### src/rtl/eeprom_stat_pkg.sv
package eeprom_stat_pkg;
  // Strobes passed from the control to the register datapath
  typedef struct packed {
    logic setWel;
    logic clrWel;
    logic loadBp;
    logic startWr;
    logic endWr;
  } statStrobeT;
endpackage

### src/rtl/eeprom_stat_dp.sv
module eeprom_stat_dp
  import eeprom_stat_pkg::*;
#(
  parameter int AW = 7,
  parameter logic [1:0] BP_INIT = 2'b00
) (
  input  logic          clk,
  input  logic          porN,
  input  statStrobeT    strb,
  input  logic [1:0]    newBp,
  input  logic [AW-1:0] wrAddr,
  output logic          wel,
  output logic          wip,
  output logic [7:0]    statusByte,
  output logic          protFlag
);
  localparam int DEPTH = 1 << AW;
  localparam int HALF_BASE = DEPTH / 2;
  localparam int QTR_BASE = DEPTH - DEPTH / 4;

  // Protect bits are not touched by reset: they stand for non-volatile cells
  logic [1:0] bpQ = BP_INIT;

  always_ff @(posedge clk or negedge porN) begin
    if (!porN)              wel <= 1'b0;
    else if (strb.clrWel)   wel <= 1'b0;
    else if (strb.setWel)   wel <= 1'b1;
  end

  always_ff @(posedge clk or negedge porN) begin
    if (!porN)              wip <= 1'b0;
    else if (strb.endWr)    wip <= 1'b0;
    else if (strb.startWr)  wip <= 1'b1;
  end

  always_ff @(posedge clk) begin
    if (strb.loadBp) bpQ <= newBp;
  end

  logic [AW:0] addrExt;
  assign addrExt = {1'b0, wrAddr};

  always_comb begin
    unique case (bpQ)
      2'b00:   protFlag = 1'b0;
      2'b01:   protFlag = addrExt >= (AW+1)'(QTR_BASE);
      2'b10:   protFlag = addrExt >= (AW+1)'(HALF_BASE);
      default: protFlag = 1'b1;
    endcase
  end

  assign statusByte = {4'hF, bpQ, wel, wip};
endmodule

### src/rtl/eeprom_stat_ctl.sv
module eeprom_stat_ctl
  import eeprom_stat_pkg::*;
#(
  parameter int WR_CYCLES = 8
) (
  input  logic       clk,
  input  logic       porN,
  input  logic       supplyDrop,
  input  logic       wpN,
  input  logic       cmdWren,
  input  logic       cmdWrdi,
  input  logic       cmdWrsr,
  input  logic       cmdWrite,
  input  logic       wel,
  input  logic       wip,
  input  logic       protFlag,
  output statStrobeT strb,
  output logic       wrGrant,
  output logic       srGrant,
  output logic       wrDone
);
  localparam int CW = (WR_CYCLES > 1) ? $clog2(WR_CYCLES) : 1;
  localparam logic [CW-1:0] LAST = CW'(WR_CYCLES - 1);

  logic [CW-1:0] cnt;
  logic wpQ;
  logic wpFall;

  always_ff @(posedge clk or negedge porN) begin
    if (!porN) wpQ <= 1'b0;
    else       wpQ <= wpN;
  end
  assign wpFall = wpQ & ~wpN;

  assign wrGrant = cmdWrite & wel & ~wip & ~protFlag;
  assign srGrant = cmdWrsr & wel & ~wip;
  assign wrDone  = wip & (cnt == '0);

  always_comb begin
    strb.startWr = wrGrant | srGrant;
    strb.endWr   = wrDone;
    strb.loadBp  = srGrant & wpN;
    strb.setWel  = cmdWren & ~wip;
    strb.clrWel  = (cmdWrdi & ~wip) | wpFall | supplyDrop | wrDone;
  end

  always_ff @(posedge clk or negedge porN) begin
    if (!porN)                    cnt <= '0;
    else if (strb.startWr)        cnt <= LAST;
    else if (wip && cnt != '0)    cnt <= cnt - 1'b1;
  end
endmodule

### src/rtl/eeprom_status_ctrl.sv
module eeprom_status_ctrl
  import eeprom_stat_pkg::*;
#(
  parameter int AW = 7,
  parameter int WR_CYCLES = 8,
  parameter logic [1:0] BP_INIT = 2'b00
) (
  input  logic          clk,
  input  logic          porN,
  input  logic          supplyDrop,
  input  logic          wpN,
  input  logic          cmdWren,
  input  logic          cmdWrdi,
  input  logic          cmdWrsr,
  input  logic          cmdWrite,
  input  logic [1:0]    newBp,
  input  logic [AW-1:0] wrAddr,
  output logic [7:0]    statusByte,
  output logic          wrGrant,
  output logic          srGrant,
  output logic          protFlag,
  output logic          wrDone
);
  statStrobeT strb;
  logic wel;
  logic wip;

  eeprom_stat_ctl #(.WR_CYCLES(WR_CYCLES)) u_ctl (
    .clk(clk), .porN(porN), .supplyDrop(supplyDrop), .wpN(wpN),
    .cmdWren(cmdWren), .cmdWrdi(cmdWrdi), .cmdWrsr(cmdWrsr), .cmdWrite(cmdWrite),
    .wel(wel), .wip(wip), .protFlag(protFlag),
    .strb(strb), .wrGrant(wrGrant), .srGrant(srGrant), .wrDone(wrDone)
  );

  eeprom_stat_dp #(.AW(AW), .BP_INIT(BP_INIT)) u_dp (
    .clk(clk), .porN(porN), .strb(strb), .newBp(newBp), .wrAddr(wrAddr),
    .wel(wel), .wip(wip), .statusByte(statusByte), .protFlag(protFlag)
  );
endmodule

### config.mk
export PLATFORM = sky130hd
export DESIGN_NAME = eeprom_status_ctrl
export DESIGN_NICKNAME = d
export VERILOG_FILES = /design/src/rtl/eeprom_stat_pkg.sv /design/src/rtl/eeprom_stat_dp.sv /design/src/rtl/eeprom_stat_ctl.sv /design/src/rtl/eeprom_status_ctrl.sv
export SDC_FILE = /design/constraint.sdc
export NUM_CORES = 1
export LEC_CHECK = 0
export BUFFER_PORTS_ARGS = -buffer_cell sky130_fd_sc_hd__buf_2
export CELL_PAD_IN_SITES_DETAIL_PLACEMENT = 0
export CELL_PAD_IN_SITES_GLOBAL_PLACEMENT = 1
export CORE_MARGIN = 4
export CORE_UTILIZATION = 30
export DETAILED_ROUTE_END_ITERATION = 8
export PLACE_DENSITY_LB_ADDON = 0.1
export SLEW_MARGIN = 10
export SYNTH_ARGS = -nofsm -noshare
export SYNTH_HDL_FRONTEND = slang
export SYNTH_SLANG_ARGS = --single-unit
### constraint.sdc
create_clock -name clk -period 2.88 [get_ports clk]
set_input_delay 0.288 -clock clk [delete_from_list [all_inputs] [get_ports clk]]
set_output_delay 0.288 -clock clk [all_outputs]
set_load 0.01 [all_outputs]
# Word-level counts from Yosys, hierarchy flattened
# Index checks and enable logic that the tools add are counted.
# totals
inputBits	17
elab_cells	41
output_inout_bits	12
ff_bits	8
# classes
add_sub_neg	1
mux	7
magnitude_cmp	2
n_eq_ne	2
bitwise_logic	17
reduce_logical	7
# op_table
cell	n
>= comparator 7 bit, second input constant	2
AND 1 bit	10
two-way mux 3 bit	2
nonzero test 2 bit	3
two-way mux 1 bit	4
bitwise OR 1 bit	4
logical NOT 3 bit	1
inverter 1 bit	3
one-hot mux 1 bit (3 select lines)	1
nonzero test 3 bit	1
subtractor 3 x 1 -> 3 bit, second input constant	1
== test 2 x 1 -> 1 bit, second input constant	1
== test 2 bit, second input constant	1
logical NOT 2 bit	1
logical AND 1 bit	1

# Depth between registers and ports, before layout
# Gate-level depths: netlist of run 1.
# logic_depth
depth_word	7
mapped_depth	6
mapped_depth_nobuf	6

# Cells and area by module
# Synthesis of run 1 repeated with hierarchy kept, for this count alone.
# hier_totals
cells_unflattened	51
hier_area_um2	470.5
# by_module_without_submodules
module	area_each_um2	cells_per_inst	n_inst	seq_area_each_um2
eeprom_stat_ctl	282.8	33	1	100.1
eeprom_stat_dp	187.7	18	1	110.1

# Worst setup path after synthesis of run 1
# No wires, ideal clock.
# synth_path
path_kind	register to output
start	reg u_dp.bpQ[1]
end	out wrGrant
stages_incl_launch_ff	4
required_ps	2592
path_slack_ps	1527
arrival_time_ps	1065
path_buffers	0
path_cell_list	edfxtp_1 -> a21o_1 -> a22o_2 -> nor2_2
# synth_between
elab_chain_cells	4
word_cells_on_any_way	6
cone_classes	eq/ne: 2; mux: 1; bitwise: 2; reduce/logical: 1
# synth_rtl
item	line_no	source
from (decl)	eeprom_stat_dp.sv:22	logic [1:0] bpQ = BP_INIT;
from (signal assigned)	eeprom_stat_dp.sv:37	if (strb.loadBp) bpQ <= newBp;
== test 2 bit (tied with other cells)	eeprom_stat_dp.sv:44	unique case (bpQ)
one-hot mux 1 bit (3 select lines) (*)	eeprom_stat_dp.sv:44	
net protFlag	eeprom_status_ctrl.sv:21	output logic protFlag,
inverter 1 bit (*)	eeprom_stat_ctl.sv:35	assign wrGrant = cmdWrite & wel & ~wip & ~protFlag;
AND 1 bit (*)	eeprom_stat_ctl.sv:35	
to (decl)	eeprom_status_ctrl.sv:19	output logic wrGrant,
# The timed path passes the listed nets; every way through them passes the cells marked *.

# Worst setup path after layout of run 1
# layout_path
start	reg u_ctl.cnt[0]
end	out wrDone
# layout_between
elab_chain_cells	2
# layout_rtl
item	line_no	source
from (decl)	eeprom_stat_ctl.sv:25	logic [CW-1:0] cnt;
from (signal assigned)	eeprom_stat_ctl.sv:50	else if (wip && cnt != '0) cnt <= cnt - 1'b1;
logical NOT 3 bit	eeprom_stat_ctl.sv:37	assign wrDone = wip & (cnt == '0);
AND 1 bit	eeprom_stat_ctl.sv:37	
to (decl)	eeprom_status_ctrl.sv:22	output logic wrDone
# Every way passes these cells.

==> impl_results.md, run 1 <==
- Critical path data required time: 2.59 ns
- Clock Skews: 0.01219 ns
- Starting utilization of the core area: 0.3140
- Max Cap Viol: 0
- Cell with the largest stage delay on the worst path: sky130_fd_sc_hd__dfrtp_1
- RSZ-0062 raised after global routing: false
- Pwr/cell area: 763.7 mW/mm²
- Half-perimeter wire length after detailed placement: 821.9 µm
- Total Negative Setup Slacks: 0 ns
- Gate count of the mapped netlist: 49
- Resized cells post-CTS: 0
- Root Driver: sky130_fd_sc_hd__clkbuf_4
- Total setup buffers inserted after CTS: 0
- Maximum operating frequency: 0.5816 GHz
- Number of synthesized flops with an enable pin: 2
- Logic gate share of total power: 0.384
- Clock-pin transition on the worst setup and hold timing paths: about 0.050 ns
- Largest family of logic cells by synthesized area: compound AO/OA/AOI/OAI gates
- Sequential Power Share: 0.408
- Std cell rows: 14
- Top-level I/O count: 29
- Worst slack at placement: 1.431 ns
- Wirelength per Cell: approximately 11 µm
- Hold Vio Cnt, Final: 0
- Floorplan die width: 47.71 µm
- Number of global-route vias before repair: 363
- Clock network latency to the later pin of the worst-skew pair: roughly 0.26 ns
- Shortest period the worst path allows: around 1.7 ns
- Wire length of the first global-routing pass: ~1500 µm
- Leakage dissipation: 0.3161 nW
- Most area-hungry cell type in the Yosys netlist: sky130_fd_sc_hd__dfrtp_1
- Area used by multi-input combinational logic: 214.0 µm²
- Maximum clock path buffer count: 2
- Synthesized cell area: 473.0 µm²
- Met2 GRT Util: 0.1319
- Internal power: ~0.28 mW
- Worst path cell trace: inv_1 > ha_1 > nand2b_1 > nor2_1 > buf_2
- Die H: 47.71 µm
- Area of all sequential standard cells: 210.2 µm²
- Count of final setup violators: 0
- Xor/xnor cell area share of the yosys netlist: 0
- Overflow left after global routing: 0
- GRT met1 Usage: 0.1307
- Pins Over Slew Limit: 0
- Post-CTS Hold Fix Bufs: 1
- Adder-cell area share of the yosys netlist: 0.05291
- Share of power burned in the clock network: 0.207
- DRC violation count after routing: 0
- Highest-count cells in the layout ignoring fill and taps: sky130_fd_sc_hd__buf_2 (19), sky130_fd_sc_hd__nor2_1 (6), sky130_fd_sc_hd__dfrtp_1 (6)
- Avg Vias per Cell: about 4.7
- Element type at the critical path end: output port
- Layout overhead on the synthesized area: 24.87%
- Flops & latches, synth: 8
- Kind of launch point of the worst setup path: register
- Maximum vdd ir drop: approximately 0.00028 V
- Sw Ratio: 0.3708
- Period Utilization, post-route: 0.5971
- Top_reg_cell synth: sky130_fd_sc_hd__dfrtp_1
- Area fraction in and, or, nand and nor cells after synthesis: 0.1667
- Met3 usage in global routing: 0.05639
- N_diodes: 0
- Count of H-tree levels built during CTS: 1
- Number of fill cells: 163
- Core area: 0.001506 mm²
- Commonest non-fill, non-tap cell in the layout: sky130_fd_sc_hd__buf_2
- DRC violation total after the first TritonRoute iteration: 5
- Number of detailed-route iterations in the first pass: 4
- Count of distinct cell types in the synthesized netlist: 22
- Outcome: finished, final reports clean
- Maximum number of pins on one net before global-route repair: 9
- Number of vias after detailed routing: 401
- Synth Area per Inst: approximately 9.7 µm²
- Clock sink count: 8
- Endpoint arrival time on the critical path: around 1.4 ns
- Leading post-synthesis cells by cell area: sky130_fd_sc_hd__dfrtp_1 (32%), sky130_fd_sc_hd__edfxtp_1 (13%), sky130_fd_sc_hd__buf_4 (9.5%)
- Type of the worst setup path: register to output port
- Final weighted congestion of routability-driven global placement: 0.6906
- Global Route Usage Sum: 0.09793
- Share of synthesized area spent on multiplexers: 0.02116
- Biggest fanout along the worst timing path: 4
- Initial antenna violation count: 0
- Count of nets after finishing: 90
- Ys async rst share: 0.7500
- Die Area: 0.002276 mm²
- Share of the core filled with cells in the final layout: 0.3920
- Most Used Layer, Global Route: met2
- CTS tree: done
- Sequential element share of the synthesized area: 0.4444
- Portion of synthesized cell area occupied by the leading cell type: 0.3175
- Num CTS Buffers: 3
- Number of nets still failing antenna checks after routing: 0
- Power consumption: 0.4510 mW
- Number of warning messages in the yosys log: 0
- Fin worst setup slack: around 1.2 ns
- Count of buffers from port buffering: 19
- Fraction of layout cells with a size suffix above 1: 0.3714
- Total Wirelength: slightly below 1000 µm
- Type of the most critical hold path: input pin to register
- Power dissipated by switching net loads: 0.1672 mW
- Fraction of the mapped netlist area in compound gates: 0.1799
- CP peak stage delay: ~0.39 ns
[path summary, 6_finish.rpt]
check	startpoint	to	slack (ns)	depth (start not counted)
min reg2reg	u_ctl.cnt[0]	u_ctl.cnt[0]	0.48	1
min	wpN	u_ctl.wpQ	0.17	1
min in group asynchronous	porN	u_ctl.cnt[1]	0.38	2
max	u_ctl.cnt[0]	wrDone	1.16	5
max in group asynchronous	porN	u_ctl.cnt[0]	2.34	2
max reg2reg	u_ctl.cnt[0]	u_dp.wel	1.57	5
[synth_stat cells, drive strengths merged, types with 2 or more instances]
| library cell | count |
|---|---|
| edfxtp | 2 |
| nor3 | 2 |
| dfrtp | 6 |
| ha | 2 |
| nor2 | 7 |
| inv | 4 |
| nor2b | 2 |
| a21oi | 3 |
| buf | 6 |
| nand2 | 4 |
[sequential cells by signal (all words and copies together) (netlist names)]
signal,flops
u_dp.wip,1
u_dp.bpQ,2
u_ctl.wpQ,1
u_ctl.cnt,3
u_dp.wel,1
[stage by stage]
step | instance area, µm² | std cells | hold slack [ns]
2_1_floorplan | 484.2 | 52 | -0.007591
3_5_place_dp | 554.3 | 81 | 0.1275
4_1_cts | 590.6 | 86 | 0.1665
3_3_place_gp | 554.3 | 81 | 0.1283
5_1_grt | 590.6 | 86 | 0.1581
6_report | 590.6 | 86 | 0.1714
[power by group through the flow]
stage                     Clock, mW  Combinational [mW]  Sequential [mW]
final                        0.0934               0.173            0.184
after global placement            0               0.176            0.187
after detailed placement          0               0.176            0.186
after floorplan                   0               0.148            0.177
after CTS                    0.0973               0.177            0.184
after global routing          0.104               0.203            0.190
[critical path: cells and delay by family, from the launching register on]
kind                       cells  cell delay, ns
adders and majority gates      1            0.17
and+or+nand+nor                2            0.35
buffers and inverters          2            0.27
DFF                            1            0.39
[cell families (layout without fill, tap and decap cells)]
kind of cell             after synthesis  after routing
other                                  1              4
flip-flops                             8              8
multiplexers                           1              1
AO/OA/AOI/OAI                         10             10
adder cells (fa/ha/maj)                2              2
AND/OR/NAND/NOR                       17             17
buffers and inverters                 10             28
[metal layers]
layer / vias up / share of wire / wire length (µm)
met5: - / 0 / 0
met4: 0 / 0 / 0
met3: 0 / 0.11 / 111
li1: 202 / - / -
met2: 17 / 0.45 / 441
met1: 182 / 0.44 / 432
[cell type report]
class | count | share of cell area
inverters | 4 | 0.02542
well taps | 16 | 0.03390
multi-input cells | 34 | 0.3623
repair buffers | 20 | 0.1780
flip-flops and latches | 8 | 0.3559
clock buffers | 4 | 0.04449
No activity file was read; power rests on OpenSTA's default activity.
==> run 2: changes to the inputs <==
- CORE_UTILIZATION: 30 -> 28
- clock period: 2.88 -> 1.6 ns (I/O delays scaled with it)
==> run 2 against run 1 <==
Compared with the run above: worst hold slack got worse by 0.12 ns; final cell count rose by 1.2%; sequential share of layout area down 1.7 points; non-clock buffer count increased by 1; combinational power increased by 110%; worst setup slack got worse by 1.1 ns; die area grew 5.9%; sequential power increased by 81%; critical path type unchanged; largest cell class unchanged; highest routed layer unchanged.
==> impl_results.md, run 2 (synthesis gave the netlist of run 1 again) <==
- Type of the most critical hold path: input pin to register
- Top-level I/O count: 29 (unchanged)
- Flop-to-flop setup slack: 0.19 ns (-1.38 ns)
- Registers with the most flip-flops: u_ctl.cnt (3), u_dp.bpQ (2)
- Global Route Usage Sum: 0.07997 (-0.01796)
- Clock sink count: 8 (unchanged)
- Clock network latency to the later pin of the worst-skew pair: 0.26 ns (about the same)
- Maximum operating frequency: 0.6542 GHz
- RSZ-0062 raised after global routing: false
- Count of final setup violators: 0 (unchanged)
- Cell with the largest stage delay on the worst path: sky130_fd_sc_hd__edfxtp_1
- Avg Vias per Cell: 4.644 (-0.41%)
- Count of nets after finishing: 91 (+1.1%)
- DRC violation count after routing: 0 (unchanged)
- Critical path data required time: 1.44 ns (-1.15 ns)
- Number of nets still failing antenna checks after routing: 0 (unchanged)
- Worst path cell trace: a21o_1 > a22o_2 > nor2_4 > buf_2
- Layout overhead on the synthesized area: 31.22%
- Initial antenna violation count: 0 (unchanged)
- DRC violation total after the first TritonRoute iteration: 1 (-4)
- Most flop-heavy register: u_ctl.cnt
- Overflow left after global routing: 0 (unchanged)
- Highest-count cells in the layout ignoring fill and taps: sky130_fd_sc_hd__buf_2 (19), sky130_fd_sc_hd__dfrtp_1 (6), sky130_fd_sc_hd__nor2_1 (5)
- Type of the worst setup path: register to output port
- Max reg flops: 3 (unchanged)
- Maximum clock path buffer count: 2 (unchanged)
- Floorplan die width: 49.10 µm (+2.9%)
- Number of fill cells: 163 (unchanged)
- Maximum vdd ir drop: 0.0005847 V (+110%)
- Outcome: finished, final reports clean
- Fraction of layout cells with a size suffix above 1: 0.4225 (+0.05111)
- Root Driver: sky130_fd_sc_hd__clkbuf_4
- Pins Over Slew Limit: 0 (unchanged)
- Std cell rows: 14 (unchanged)
- Starting utilization of the core area: 0.3034 (-0.01058)
- Clock Skews: 0.01260 ns (+0.0004182 ns)
- Num CTS Buffers: 3 (unchanged)
- Max Cap Viol: 0 (unchanged)
- Total Wirelength: 1015 µm (+3.0%)
- Shortest period the worst path allows: 1.529 ns
- Wirelength per Cell: 11.67 µm (+1.9%)
- Endpoint arrival time on the critical path: 1.37 ns (-0.06 ns)
- Period Utilization, post-route: 0.9553
- Count of buffers from port buffering: 19 (unchanged)
- Die H: 49.10 µm (+2.9%)
- Number of detailed-route iterations in the first pass: 2 (-2)
- Final worst hold slack: 0.05638 ns (-0.1151 ns)
- Kind of launch point of the worst setup path: register
- Biggest fanout along the worst timing path: 4 (unchanged)
- Count of H-tree levels built during CTS: 1 (unchanged)
- Die Area: 0.002411 mm² (+5.9%)
- Clock-pin transition on the worst setup and hold timing paths: 0.06 ns (about the same)
- Number of global-route vias before repair: 347 (-4.4%)
- Maximum number of pins on one net before global-route repair: 9 (unchanged)
- CP peak stage delay: 0.44 ns (+0.05 ns)
- N_diodes: 0 (unchanged)
- Half-perimeter wire length after detailed placement: 823.5 µm (+0.19%)
- CTS tree: done
- Element type at the critical path end: output port
- Leakage dissipation: 0.3242 nW (+2.6%)
- Final weighted congestion of routability-driven global placement: 0.6919 (+0.19%)
- Number of vias after detailed routing: 404 (+0.75%)
- Hold Vio Cnt, Final: 0 (unchanged)
- Core area: 0.001559 mm² (+3.5%)
- Commonest non-fill, non-tap cell in the layout: sky130_fd_sc_hd__buf_2
- Wire length of the first global-routing pass: 1504 µm (-0.46%)
- Pwr/cell area: 1384 mW/mm² (+81%)
- Total Negative Setup Slacks: 0 ns (unchanged)
-- run 2: cell types whose count changed in the layout (fill, tap and decap cells not counted), sizes merged --
cell  before  now
buf       19   20
-- run 2: where the power goes --
group	leakage [nW]	switching [mW]	total (mW)	internal [mW]
combinational	0.220	0.191	0.358	0.167
sequential	0.0894	0.0623	0.333	0.271
clock	0.0150	0.0724	0.168	0.0956
total	0.324	0.325	0.859	0.534
-- run 2: worst paths after layout --
kind	depth (start not counted)	startpoint	to
worst max-delay path	4	u_dp.bpQ[1]	wrGrant
worst min register to register	1	u_ctl.cnt[0]	u_ctl.cnt[0]
worst max register to register	5	u_dp.bpQ[1]	u_ctl.cnt[0]
min in group asynchronous	2	porN	u_ctl.cnt[2]
worst min-delay path	1	wpN	u_ctl.wpQ
max in group asynchronous	2	porN	u_ctl.wpQ
-- run 2: metal layers --
metal,share of wire,track usage,vias up
li1,-,-,204
met1,0.48,0.1103,183
met2,0.43,0.1094,17
met3,0.088,0.04281,0
met4,0,0.01422,0
met5,0,0,-
-- run 2: cell type report --
cell class / instances / area [µm²] / share of cell area
timing repair buffer: 21 / 112.6 / 0.1815
inverter: 4 / 15.01 / 0.02419
multi-input combinational: 34 / 236.5 / 0.3810
clock buffer: 4 / 26.28 / 0.04234
sequential: 8 / 210.2 / 0.3387
tap: 16 / 20.02 / 0.03226
-- run 2: through the flow --
step,instance area [µm²],cells,util,power (mW),setup WS [ns]
2_1_floorplan,484.2,52,-,0.5845,0.3526
3_3_place_gp,554.3,81,0.3555,0.6534,0.2502
3_5_place_dp,554.3,81,0.3555,0.6524,0.2787
4_1_cts,593.1,86,0.3804,0.8366,0.03018
5_1_grt,620.6,87,0.3981,0.9446,0.006967
6_report,620.6,87,0.3981,0.8590,0.07148
-- run 2: timing repair --
action,in CTS,in global routing
endpoints found under the hold margin,6,0
cloned,0,0
buffers inserted,0,1
gates resized for setup,1,4
pin swaps,0,1
hold buffers,1,0
endpoints found under the setup margin,1,2
-- run 2: worst max-delay path, delay by kind of cell (launching register included) --
kind            cells  cell delay, ns
compound gates      2            0.43
flops               1            0.44
buf+inv             1            0.13
simple gates        1            0.11
==> run 3: changes to the inputs <==
- ABC_AREA: unset -> 1
==> run 3 against run 2 <==
Compared with the run above: flip-flop and latch count is the same; sequential share of layout area grew 0.41 points; highest routed layer is now met4; maximum frequency grew 3.7%; final cell count grew 16%; largest cell class is now flip-flops and latches; critical endpoint is now wrDone; clock-buffer cell count is the same; via count grew 1.2%; power shrank 2.1%; first-iteration DRC count grew to 3.0 times the previous value; routed wire length grew 1.3%; clock power is essentially flat; utilization shrank 1.3 points.
==> impl_results.md, run 3 <==
- Outcome: finished, final reports clean
- Global Route Usage Sum: 0.09342 (+0.01344)
- Synthesized cell area: 494.2 µm² (+4.5%)
- Synth Area per Inst: 8.671 µm² (-10%)
- Overflow left after global routing: 0 (unchanged)
- Clock network latency to the later pin of the worst-skew pair: 0.26 ns (about the same)
- Top_reg_cell synth: sky130_fd_sc_hd__dfrtp_1
- Wire length of the first global-routing pass: 1593 µm (+5.9%)
- Type of the worst setup path: register to output port
- Starting utilization of the core area: 0.3100 (+0.006676)
- Fin worst setup slack: 0.1254 ns (+0.05387 ns)
- Wirelength per Cell: 10.18 µm (-13%)
- Count of distinct cell types in the synthesized netlist: 20 (-9.1%)
- Type of the most critical hold path: input pin to register
- RSZ-0062 raised after global routing: false
- DRC violation count after routing: 0 (unchanged)
- Max reg flops: 3 (unchanged)
- Leakage dissipation: 0.3496 nW (+7.8%)
- Ys async rst share: 0.7500 (unchanged)
- Kind of launch point of the worst setup path: register
- Core area: 0.001594 mm² (+2.2%)
- N_diodes: 0 (unchanged)
- Leading post-synthesis cells by cell area: sky130_fd_sc_hd__dfrtp_1 (30%), sky130_fd_sc_hd__edfxtp_1 (12%), sky130_fd_sc_hd__buf_4 (9.1%)
- Largest family of logic cells by synthesized area: simple AND/OR/NAND/NOR gates
- Max Cap Viol: 0 (unchanged)
- Pwr/cell area: 1371 mW/mm² (-0.92%)
- Maximum clock path buffer count: 2 (unchanged)
- Total Negative Setup Slacks: 0 ns (unchanged)
- Adder-cell area share of the yosys netlist: 0.05063 (-0.002277)
- Half-perimeter wire length after detailed placement: 833.8 µm (+1.3%)
- Clock sink count: 8 (unchanged)
- Critical register-to-register path startpoint: u_dp.wip
- Total Wirelength: 1028 µm (+1.3%)
- Biggest fanout along the worst timing path: 5 (+1)
- Count of buffers from port buffering: 19 (unchanged)
- Number of synthesized flops with an enable pin: 2 (unchanged)
- Cell depth of the worst min-delay path: 1 (unchanged)
- Worst slack at placement: 0.3393 ns (+0.06061 ns)
- Count of H-tree levels built during CTS: 1 (unchanged)
- Initial antenna violation count: 0 (unchanged)
- Pins Over Slew Limit: 0 (unchanged)
- Top-level I/O count: 29 (unchanged)
- Portion of synthesized cell area occupied by the leading cell type: 0.3038 (-0.01366)
- Fraction of layout cells with a size suffix above 1: 0.4286 (+0.006036)
- Count of final setup violators: 0 (unchanged)
- Clock-pin transition on the worst setup and hold timing paths: 0.05 ns (about the same)
- Die Area: 0.002501 mm² (+3.7%)
- Hold Vio Cnt, Final: 0 (unchanged)
- Reg-to-reg endpoint: u_dp.bpQ[1]
- Flops & latches, synth: 8 (unchanged)
- Root Driver: sky130_fd_sc_hd__clkbuf_4
- Cells on worst reg2reg path: 3 (-2)
- Die H: 50.01 µm (+1.9%)
- Count of nets after finishing: 97 (+6.6%)
- Most common library cells after synthesis: sky130_fd_sc_hd__nand2_1 (10), sky130_fd_sc_hd__inv_1 (7), sky130_fd_sc_hd__buf_4 (6), sky130_fd_sc_hd__dfrtp_1 (6), sky130_fd_sc_hd__nand3_1 (6)
- DRC violation total after the first TritonRoute iteration: 3 (+2)
- Number of warning messages in the yosys log: 0 (unchanged)
- Maximum operating frequency: 0.6781 GHz (+3.7%)
- Fraction of the mapped netlist area in compound gates: 0.04557 (-0.1343)
- Most area-hungry cell type in the Yosys netlist: sky130_fd_sc_hd__dfrtp_1
- Endpoint arrival time on the critical path: 1.31 ns (-0.06 ns)
- Commonest non-fill, non-tap cell in the layout: sky130_fd_sc_hd__buf_2
- Xor/xnor cell area share of the yosys netlist: 0 (unchanged)
- Shortest period the worst path allows: 1.475 ns (-0.05387 ns)
- Floorplan die width: 50.01 µm (+1.9%)
- Number of global-route vias before repair: 356 (+2.6%)
- Cell with the most instances after synthesis: sky130_fd_sc_hd__nand2_1
- Period Utilization, post-route: 0.9217 (-0.03367)
- Element type at the critical path end: output port
- Min-Delay Endpoint: u_ctl.wpQ
- Number of nets still failing antenna checks after routing: 0 (unchanged)
- Maximum vdd ir drop: 0.0006452 V (+10%)
- Most flop-heavy register: u_ctl.cnt
- Highest-count cells in the layout ignoring fill and taps: sky130_fd_sc_hd__buf_2 (19), sky130_fd_sc_hd__nand2_1 (10), sky130_fd_sc_hd__inv_1 (6), sky130_fd_sc_hd__nand3_1 (6), sky130_fd_sc_hd__dfrtp_1 (6)
- Critical path data required time: 1.44 ns (about the same)
- Sequential element share of the synthesized area: 0.4253 (-0.01913)
- Share of synthesized area spent on multiplexers: 0 (-0.02116)
- Flop-to-flop setup slack: 0.34 ns (+0.15 ns)
- Area fraction in and, or, nand and nor cells after synthesis: 0.2886 (+0.1219)
- Avg Vias per Cell: 4.050 (-13%)
- Number of detailed-route iterations in the first pass: 4 (+2)
- Clock Skews: 0.003064 ns (-0.009540 ns)
- Number of fill cells: 183 (+12%)
- Maximum number of pins on one net before global-route repair: 11 (+2)
- Origin of the worst min-delay path: wpN
- Num CTS Buffers: 3 (unchanged)
- Registers with the most flip-flops: u_ctl.cnt (3), u_dp.bpQ (2)
- Std cell rows: 14 (unchanged)
- Total setup buffers inserted after CTS: 0 (unchanged)
- Final weighted congestion of routability-driven global placement: 0.6635 (-4.1%)
- Number of vias after detailed routing: 409 (+1.2%)
- Layout overhead on the synthesized area: 24.05%
- Gate count of the mapped netlist: 57 (+16%)
- CTS tree: done
==> run 3: cell count changes in the layout (fill, tap and decap cells not counted), sizes merged, moves of 2 or more <==
| cell | change |
|---|---|
| nand4 | +2 |
| nor3 | -2 |
| nor2 | -3 |
| nand3 | +8 |
| nand2 | +8 |
| inv | +5 |
| nor2b | -2 |
| a21oi | -2 |
==> run 3: metrics by stage <==
stage          utilization  std cells  power [mW]  instance area, µm²  hold slack [ns]
2_1_floorplan            -         60      0.6226               505.5          -0.1356
3_3_place_gp        0.3603         96      0.6673               574.3        -0.009914
3_5_place_dp        0.3603         96      0.6693               574.3        -0.006808
4_1_cts             0.3830        101      0.8517               610.6         0.004813
5_1_grt             0.3846        101      0.9150               613.1         0.001988
6_report            0.3846        101      0.8408               613.1          0.02128
==> run 3: report_power, final <==
group | switching (mW) | internal (mW)
sequential | 0.0661 | 0.266
combinational | 0.193 | 0.147
clock | 0.0727 | 0.0957
total | 0.332 | 0.509
==> run 3: how the worst max path moves through the flow <==
stage	from	endpoint	slack, ns
2_1_floorplan	u_dp.wip	u_dp.bpQ[0]	0.49
3_3_place_gp	u_dp.wip	u_dp.bpQ[0]	0.34
3_5_place_dp	u_dp.wip	u_dp.bpQ[1]	0.34
4_1_cts	u_ctl.cnt[0]	wrDone	0.06
5_1_grt	u_ctl.cnt[0]	wrDone	0.002
6_report	u_ctl.cnt[0]	wrDone	0.13
==> run 3: repair_timing <==
action | in CTS | in global routing
resized for setup | 0 | 2
endpoints found under the hold margin | 6 | 0
hold buffers | 1 | 0
endpoints found under the setup margin | 0 | 1
==> run 3: area by class of cell <==
class / count / area, µm² / share of cell area
multi-input cells: 36 / 207.7 / 0.3388
repair buffers: 20 / 105.1 / 0.1714
clock buffers: 4 / 26.28 / 0.04286
inverters: 9 / 33.78 / 0.05510
well taps: 24 / 30.03 / 0.04898
flip-flops and latches: 8 / 210.2 / 0.3429
==> run 3: routing by layer <==
metal  part of all wire  wire length, µm  vias up  GRT usage
met1               0.40              412      178    0.09559
li1                   -                -      211          -
met4              0.030               31        0    0.08295
met5                  0                0        -          0
met2               0.47              488       15     0.1304
met3              0.092               95        5    0.05723
==> run 3: worst max-delay path, cell delays in order (launching register included) <==
cell                      delay (ns)
sky130_fd_sc_hd__dfrtp_1        0.39
sky130_fd_sc_hd__inv_2          0.08
sky130_fd_sc_hd__ha_2           0.19
sky130_fd_sc_hd__nand2_4        0.07
sky130_fd_sc_hd__nand2_2        0.08
sky130_fd_sc_hd__nand2_1        0.08
sky130_fd_sc_hd__inv_1          0.06
sky130_fd_sc_hd__buf_2          0.12
==> run 3: kinds of logic after synthesis <==
group	Yosys count
buf+inv	16
other cells	1
simple gates	27
flops	8
compound gates	3
fa+ha+maj	2
